--- config.mk ---
export PLATFORM = sky130hd
export DESIGN_NAME = esc_irq_unit
export DESIGN_NICKNAME = d
export VERILOG_FILES = /design/src/rtl/esc_pkg.sv /design/src/rtl/esc_bus_if.sv /design/src/rtl/esc_regfile.sv /design/src/rtl/esc_irq_fsm.sv /design/src/rtl/esc_irq_unit.sv
export SDC_FILE = /design/constraint.sdc
export NUM_CORES = 1
export LEC_CHECK = 0
export CAP_MARGIN = 20
export CELL_PAD_IN_SITES_DETAIL_PLACEMENT = 0
export CELL_PAD_IN_SITES_GLOBAL_PLACEMENT = 1
export CORE_ASPECT_RATIO = 0.7
export CORE_MARGIN = 8
export CORE_UTILIZATION = 54
export DETAILED_ROUTE_END_ITERATION = 10
export DONT_BUFFER_PORTS = 1
export GPL_TIMING_DRIVEN = 0
export PLACE_DENSITY_LB_ADDON = 0.1
export SLEW_MARGIN = 20
export SYNTH_ARGS = -nofsm -noshare
export SYNTH_HDL_FRONTEND = slang
export SYNTH_SLANG_ARGS = --single-unit
--- constraint.sdc ---
create_clock -name clk -period 5.45 [get_ports clk]
set_input_delay 1.635 -clock clk [delete_from_list [all_inputs] [get_ports clk]]
set_output_delay 1.635 -clock clk [all_outputs]
set_load 0.03 [all_outputs]
--- src/rtl/esc_pkg.sv ---
package esc_pkg;
    localparam int PTR_W = 4;
    localparam int NREG  = 1 << PTR_W;

    typedef enum logic [1:0] {
        ST_IDLE  = 2'd0,
        ST_PEND  = 2'd1,
        ST_SERV  = 2'd2,
        ST_SVCLR = 2'd3
    } irq_state_t;

    localparam logic [2:0] CMD_POINT_HI = 3'b001;
    localparam logic [2:0] CMD_RST_ES   = 3'b010;
    localparam logic [2:0] CMD_RST_IUS  = 3'b111;

    localparam logic [PTR_W-1:0] IDX_STAT0 = 4'd0;
    localparam logic [PTR_W-1:0] IDX_STAT3 = 4'd3;
    localparam logic [PTR_W-1:0] IDX_VECT  = 4'd2;
    localparam logic [PTR_W-1:0] IDX_SRCEN = 4'd15;

    // slots that hold host data: 1, 2, 9, 12, 13, 15
    localparam logic [NREG-1:0] KEEP_MASK = 16'b1011_0010_0000_0110;
endpackage

--- src/rtl/esc_bus_if.sv ---
module esc_bus_if
    import esc_pkg::*;
#(
    parameter int DW = 8
) (
    input  logic             clk,
    input  logic             rst_n,
    input  logic             rd_n,
    input  logic             wr_n,
    input  logic [DW-1:0]    data_in,
    output logic             hw_rst,
    output logic             rd_act,
    output logic             wr_stb,
    output logic [DW-1:0]    wdat,
    output logic [PTR_W-1:0] ptr,
    output logic             cmd_rst_es,
    output logic             cmd_rst_ius
);
    logic rd_q, wr_q, blk_q, rd_end;
    logic [PTR_W-1:0] ptr_q;
    logic [DW-1:0]    wdat_q;

    assign hw_rst = !rd_n && !wr_n;
    assign wr_stb = wr_n && !wr_q && !blk_q;
    assign rd_end = rd_n && !rd_q && !blk_q;
    assign rd_act = !rd_n && wr_n && !blk_q;
    assign wdat   = wdat_q;
    assign ptr    = ptr_q;

    assign cmd_rst_es  = wr_stb && (ptr_q == '0) && (wdat_q[5:3] == CMD_RST_ES);
    assign cmd_rst_ius = wr_stb && (ptr_q == '0) && (wdat_q[5:3] == CMD_RST_IUS);

    always_ff @(posedge clk or negedge rst_n) begin
        if (!rst_n) begin
            rd_q   <= 1'b1;
            wr_q   <= 1'b1;
            blk_q  <= 1'b0;
            wdat_q <= '0;
        end else begin
            rd_q <= rd_n;
            wr_q <= wr_n;
            if (hw_rst)
                blk_q <= 1'b1;
            else if (rd_n && wr_n)
                blk_q <= 1'b0;
            if (!wr_n)
                wdat_q <= data_in;
        end
    end

    always_ff @(posedge clk or negedge rst_n) begin
        if (!rst_n)
            ptr_q <= '0;
        else if (hw_rst)
            ptr_q <= '0;
        else if (wr_stb && ptr_q == '0)
            ptr_q <= PTR_W'({(wdat_q[5:3] == CMD_POINT_HI), wdat_q[2:0]});
        else if ((wr_stb || rd_end) && ptr_q != '0)
            ptr_q <= '0;
    end

    // strobe reset clears the pointer
    p_hwrst_ptr_r1: assert property (@(posedge clk) disable iff (!rst_n)
        hw_rst |=> (ptr_q == '0));

    // pointer returns to zero after a nonzero access
    p_ptr_return_r4: assert property (@(posedge clk) disable iff (!rst_n || hw_rst)
        ((wr_stb || rd_end) && ptr_q != '0) |=> (ptr_q == '0));
endmodule

--- src/rtl/esc_regfile.sv ---
module esc_regfile
    import esc_pkg::*;
#(
    parameter int DW = 8
) (
    input  logic             clk,
    input  logic             rst_n,
    input  logic             hw_rst,
    input  logic             wr_stb,
    input  logic [PTR_W-1:0] ptr,
    input  logic [DW-1:0]    wdat,
    input  logic [DW-1:0]    stat0,
    input  logic             ip,
    output logic [DW-1:0]    rd_data,
    output logic [DW-1:0]    vector,
    output logic             es_ie,
    output logic             cts_ie,
    output logic             mie
);
    logic [DW-1:0] regs [NREG];

    for (genvar g = 0; g < NREG; g++) begin : g_slot
        if (KEEP_MASK[g]) begin : g_keep
            logic [DW-1:0] q;
            always_ff @(posedge clk or negedge rst_n) begin
                if (!rst_n)
                    q <= '0;
                else if (hw_rst)
                    q <= '0;
                else if (wr_stb && ptr == PTR_W'(g))
                    q <= wdat;
            end
            assign regs[g] = q;
        end else begin : g_none
            assign regs[g] = '0;
        end
    end

    assign vector = regs[IDX_VECT];
    assign es_ie  = regs[1][0];
    assign mie    = regs[9][3];
    assign cts_ie = regs[IDX_SRCEN][5];

    always_comb begin
        unique case (ptr)
            IDX_STAT0: rd_data = stat0;
            IDX_STAT3: rd_data = DW'({ip, 3'b000});
            default:   rd_data = regs[ptr];
        endcase
    end

    // source-enable register changes only on its own write
    p_keep_srcen_r5: assert property (@(posedge clk) disable iff (!rst_n || hw_rst)
        !(wr_stb && ptr == IDX_SRCEN) |=> $stable(regs[IDX_SRCEN]));

    // strobe reset clears the vector register
    p_hwrst_vec_r1: assert property (@(posedge clk) disable iff (!rst_n)
        hw_rst |=> (regs[IDX_VECT] == '0));
endmodule

--- src/rtl/esc_irq_fsm.sv ---
module esc_irq_fsm
    import esc_pkg::*;
(
    input  logic       clk,
    input  logic       rst_n,
    input  logic       hw_rst,
    input  logic       cts,
    input  logic       sync_in,
    input  logic       dcd,
    input  logic       cts_ie,
    input  logic       es_ie,
    input  logic       mie,
    input  logic       iei,
    input  logic       intack_n,
    input  logic       rst_es,
    input  logic       rst_ius,
    output logic [2:0] status,
    output logic       ip,
    output logic       int_n,
    output logic       vec_oe
);
    irq_state_t state_q, state_d;
    logic       cts_q, ack_q, vec_q, cts_chg, ack_fall, take_ack, open_w;
    logic [2:0] live, stat_q;

    assign live     = {cts, sync_in, dcd};
    assign cts_chg  = cts != cts_q;
    assign ack_fall = !intack_n && ack_q;
    assign take_ack = ack_fall && iei && mie;

    // next-state logic
    always_comb begin
        state_d = state_q;
        unique case (state_q)
            ST_IDLE:  if (cts_chg && cts_ie && es_ie) state_d = ST_PEND;
            ST_PEND:  if (rst_es)        state_d = ST_IDLE;
                      else if (take_ack) state_d = ST_SERV;
            ST_SERV:  if (rst_es)        state_d = ST_SVCLR;
                      else if (rst_ius)  state_d = ST_PEND;
            ST_SVCLR: if (rst_ius)       state_d = ST_IDLE;
            default:  state_d = ST_IDLE;
        endcase
    end

    // state register
    always_ff @(posedge clk or negedge rst_n) begin
        if (!rst_n)      state_q <= ST_IDLE;
        else if (hw_rst) state_q <= ST_IDLE;
        else             state_q <= state_d;
    end

    always_ff @(posedge clk or negedge rst_n) begin
        if (!rst_n) begin
            cts_q  <= 1'b0;
            ack_q  <= 1'b1;
            vec_q  <= 1'b0;
            stat_q <= '0;
        end else begin
            cts_q <= cts;
            ack_q <= intack_n;
            if (hw_rst)
                vec_q <= 1'b0;
            else if (take_ack && state_q == ST_PEND)
                vec_q <= 1'b1;
            else if (intack_n)
                vec_q <= 1'b0;
            if (hw_rst || state_q == ST_IDLE)
                stat_q <= live;
        end
    end

    // outputs
    always_comb begin
        open_w = 1'b0;
        ip     = 1'b0;
        int_n  = 1'b1;
        unique case (state_q)
            ST_IDLE:  open_w = 1'b1;
            ST_PEND:  begin ip = 1'b1; int_n = !(mie && iei); end
            ST_SERV:  ip = 1'b1;
            ST_SVCLR: ip = 1'b0;
            default:  open_w = 1'b1;
        endcase
        status = open_w ? live : stat_q;
        vec_oe = vec_q;
    end

    // raise only with both enables and a pin edge
    p_raise_enabled_r6: assert property (@(posedge clk) disable iff (!rst_n || hw_rst)
        (state_q == ST_PEND && $past(state_q) == ST_IDLE) |-> $past(cts_ie && es_ie && cts_chg));

    // no request while under service
    p_quiet_service_r9: assert property (@(posedge clk) disable iff (!rst_n || hw_rst)
        (state_q == ST_SERV || state_q == ST_SVCLR) |-> int_n);

    // captured status holds while the latch is closed
    p_status_hold_r9: assert property (@(posedge clk) disable iff (!rst_n || hw_rst)
        (state_q != ST_IDLE && $past(state_q) != ST_IDLE) |-> $stable(stat_q));

    // vector is driven only after an acknowledge taken while pending
    p_vec_from_pend_r8: assert property (@(posedge clk) disable iff (!rst_n || hw_rst)
        $rose(vec_q) |-> ($past(state_q) == ST_PEND && state_q == ST_SERV));
endmodule

--- src/rtl/esc_irq_unit.sv ---
module esc_irq_unit
    import esc_pkg::*;
#(
    parameter int DW = 8
) (
    input  logic          clk,
    input  logic          rst_n,
    input  logic          rd_n,
    input  logic          wr_n,
    input  logic [DW-1:0] data_in,
    output logic [DW-1:0] data_out,
    output logic          data_oe,
    input  logic          cts,
    input  logic          sync_in,
    input  logic          dcd,
    input  logic          intack_n,
    input  logic          iei,
    output logic          int_n
);
    logic             hw_rst, rd_act, wr_stb, rst_es, rst_ius;
    logic             es_ie, cts_ie, mie, ip, vec_oe;
    logic [DW-1:0]    wdat, rd_data, vector, stat0;
    logic [PTR_W-1:0] ptr;
    logic [2:0]       status;

    // status register 0: bit6/bit2 fixed high, bits 7,1,0 low, 5:3 modem status
    assign stat0 = DW'({1'b0, 1'b1, status, 1'b1, 1'b0, 1'b0});

    esc_bus_if #(.DW(DW)) u_bus (
        .clk(clk), .rst_n(rst_n), .rd_n(rd_n), .wr_n(wr_n), .data_in(data_in),
        .hw_rst(hw_rst), .rd_act(rd_act), .wr_stb(wr_stb), .wdat(wdat), .ptr(ptr),
        .cmd_rst_es(rst_es), .cmd_rst_ius(rst_ius)
    );

    esc_regfile #(.DW(DW)) u_regs (
        .clk(clk), .rst_n(rst_n), .hw_rst(hw_rst), .wr_stb(wr_stb), .ptr(ptr),
        .wdat(wdat), .stat0(stat0), .ip(ip), .rd_data(rd_data), .vector(vector),
        .es_ie(es_ie), .cts_ie(cts_ie), .mie(mie)
    );

    esc_irq_fsm u_fsm (
        .clk(clk), .rst_n(rst_n), .hw_rst(hw_rst), .cts(cts), .sync_in(sync_in),
        .dcd(dcd), .cts_ie(cts_ie), .es_ie(es_ie), .mie(mie), .iei(iei),
        .intack_n(intack_n), .rst_es(rst_es), .rst_ius(rst_ius), .status(status),
        .ip(ip), .int_n(int_n), .vec_oe(vec_oe)
    );

    assign data_out = vec_oe ? vector : rd_data;
    assign data_oe  = vec_oe || rd_act;
endmodule

==> impl_metrics.toml <==
[pwr]
vdd_drop_max_mv = 0.161
intPower_mw = 0.965
power.switching_mw = 0.492
p_leak_nw = 1.64
combPwrFrac_pct = 26.4
clkPwrFrac_pct = 29.1
sw_frac_of_total_pct = 33.8
pwr-share-seq_pct = 44.5
power.density_nw_per_um2 = 371

[hold_path]
hp-class = "reg -> reg"
hp-start = "u_fsm.stat_q[1]$_DFFE_PN0P_"

[yosys]
synth_flop_cell = "dfrtp_1"
synth_edf_count = 0
synth.distinct_cells = 48
synthArstFlopShare_pct = 100
synth_area_per_cell_um2 = 11.0
synth_nets = 351
ys_ff_latch = 71
syn_inst = 328
netlist_area_um2 = 3610
yosysWarningCount = 0
synth_seq_area_share_pct = 49.3

[routing]
viasPerCell = 5.94
routedWlPerCell_um = 20.5
drtPass1Iterations = 6
ant_nets = 0
via_count = 2600
drt_wl_total_um = 8980
drtIter0Drc = 211
drc = 0

[cells_and_area]
drive_gt1_share_pct = 22.7
fin_nets = 362
final_cell_mix = "dfrtp_1 (68), mux2_2 (42), nor2_1 (28)"
syn_to_final_growth_pct = 8.77
utilization_pct = 59.5
finalNonFillerCells = 438
diodes = 0
finish.instance_area_um2 = 3930
layout_commonest_cell = "dfrtp_1"

[sta]
drv_slew = 0
slew_headroom_pct = 27.8
fin_skew_ns = 0.0111
setup_slack_ns = 1.22
rsz0062_at_grt = "no"
tns_ns = 0
fmax_mhz = 236
finalCriticalPeriod_ns = 4.23
period_share_pct = 77.6
finalSetupViolations = 0
hold_viol = 0
worstMarginPinSlew_ns = 1.07

[clock_network]
clkSinkCount = 71
cts_resized = 0
cts_buffer_depth = 2
worstSkewPairLatency_ns = 0.35
cts_buffers = 9
cts.htree.levels = 3
clk_pin_slew_ns = 0.07
postCtsSetupBuffers = 0
cts_tree = "yes"
cts_root_buf = "clkbuf_8"
hold_buffers = 0

[placement]
detailed_place.area_um2 = 3730
dp_slack_ns = 1.20
dpl.hpwl_um = 6510
dp.cells = 422
place_congestion = 0.875
port_buffers = 0

[worst_setup_path]
required_ns = 3.82
r2r-start = "u_bus.ptr[2]$_DFFE_PN0P_"
end_kind = "output pin"
cp-start-kind = "primary input"
reg2reg_slack_ns = 3.34
crit_path_end = "data_oe"
startpoint = "rd_n"
crit_type = "in -> out"
crit_fanout = 3
timing.rr.end = "u_bus.ptr[2]$_DFFE_PN0P_"
cp.arrival_ns = 2.59
rr_worst_depth = 5

[floorplan]
boundaryPins = 27
die_w_um = 114
start_util_pct = 54.7
die_area_um2 = 9600
core_region_area_um2 = 6600
die_height_um = 84.4
rows = 25

[grt]
antenna_found_initial = 0
grt.total_usage_pct = 19.7
grt_pass1_vias = 2498
grt_max_degree = 72
grt-ovfl-total = 0
grt_pass1_wl_um = 14400

[job]
cap_violations = 0

[outcome]
status = "finished clean"
-- worst min-delay path by stage --
stage | to | slack, ns | cells after the start
CTS | u_fsm.stat_q[0]$_DFFE_PN0P_ | 0.51 | 1
floorplan | u_regs.g_slot[9].g_keep.q[2]$_DFFE_PN0P_ | 0.47 | 1
global placement | u_regs.g_slot[9].g_keep.q[4]$_DFFE_PN0P_ | 0.48 | 1
finish | u_fsm.stat_q[1]$_DFFE_PN0P_ | 0.51 | 1
detailed placement | u_fsm.stat_q[0]$_DFFE_PN0P_ | 0.49 | 1
global route | u_fsm.stat_q[0]$_DFFE_PN0P_ | 0.52 | 1
-- power by group through the flow --
| stage | combinational (mW) | sequential, mW | clock [mW] |
|---|---|---|---|
| after floorplan | 0.313 | 0.634 | 0 |
| after global placement | 0.378 | 0.653 | 0 |
| after detailed placement | 0.381 | 0.656 | 0 |
| after CTS | 0.383 | 0.647 | 0.430 |
| after global routing | 0.418 | 0.655 | 0.449 |
| final | 0.385 | 0.648 | 0.423 |
-- metrics by stage --
step,hold slack [ns],total power [mW]
after floorplan,0.471,0.946
after global placement,0.483,1.03
after detailed placement,0.491,1.04
after CTS,0.508,1.46
after global routing,0.518,1.52
final,0.508,1.46
-- state kept, by name, summed over array words and instances (netlist names) --
| signal | flops |
|---|---|
| u_bus.blk_q | 1 |
| u_bus.wr_q | 1 |
| u_fsm.cts_q | 1 |
| u_fsm.ack_q | 1 |
| u_bus.rd_q | 1 |
| u_regs.g_slot.g_keep.q | 40 |
| u_bus.wdat | 8 |
| u_fsm.stat_q | 3 |
| u_regs.vector | 8 |
| u_fsm.state_q | 2 |
| u_bus.ptr | 4 |
| u_fsm.vec_oe | 1 |
-- critical path, stage by stage --
cell and delay, ns:
inv_1 0.06, ha_1 0.15, inv_1 0.03, o21ai_0 0.71
-- kinds of logic (layout without fill, tap and decap cells) --
logic type / count (synthesis) / count (layout) / synth area share [%]
simple gates: 96 / 96 / 13.7
flops: 71 / 71 / 49.3
mux: 68 / 68 / 20.3
compound gates: 57 / 57 / 10.9
buf+inv: 29 / 45 / 3.50
fa+ha+maj: 6 / 6 / 2.08
xor+xnor: 1 / 1 / 0.243
-- per-layer routing --
metal / part of all wire [%] / GRT usage, %
met1: 51 / 30.8
met2: 41 / 26.3
met3: 6.0 / 3.72
met4: 1.4 / 5.78
met5: 0 / 0
-- layout make-up --
class,instances,area [um2]
fill,577,2670
sequential,71,1780
multi-input combinational,228,1700
clock buffer,10,128
tap,94,118
buffer,20,92.6
clock inverter,6,71.3
inverter,9,33.8
-- cell usage after synthesis, types with 2 or more instances --
library cell | n | share of area (%)
nand3_1 | 11 | 1.5
nand4_1 | 2 | 0.35
dfstp_2 | 3 | 2.2
mux2_2 | 42 | 13
buf_4 | 3 | 0.62
inv_1 | 9 | 0.94
buf_2 | 5 | 0.69
o21bai_1 | 2 | 0.42
nor2_2 | 2 | 0.35
a21oi_1 | 14 | 1.9
nor2_4 | 2 | 0.62
nand4b_1 | 2 | 0.49
o22ai_1 | 2 | 0.35
nand2_1 | 22 | 2.3
and2_1 | 3 | 0.52
o21ai_0 | 11 | 1.5
buf_1 | 2 | 0.21
a22o_1 | 3 | 0.73
dfrtp_1 | 68 | 47
ha_1 | 6 | 2.1
nor2b_1 | 8 | 1.4
clkbuf_1 | 10 | 1.0
nor4_1 | 3 | 0.52
a31oi_2 | 2 | 0.69
a22oi_1 | 10 | 2.1
nor2_1 | 28 | 2.9
nor3_1 | 5 | 0.69
mux2i_1 | 26 | 7.2
a221o_1 | 3 | 0.83
Note: power is estimated with default switching activity, not from simulation.
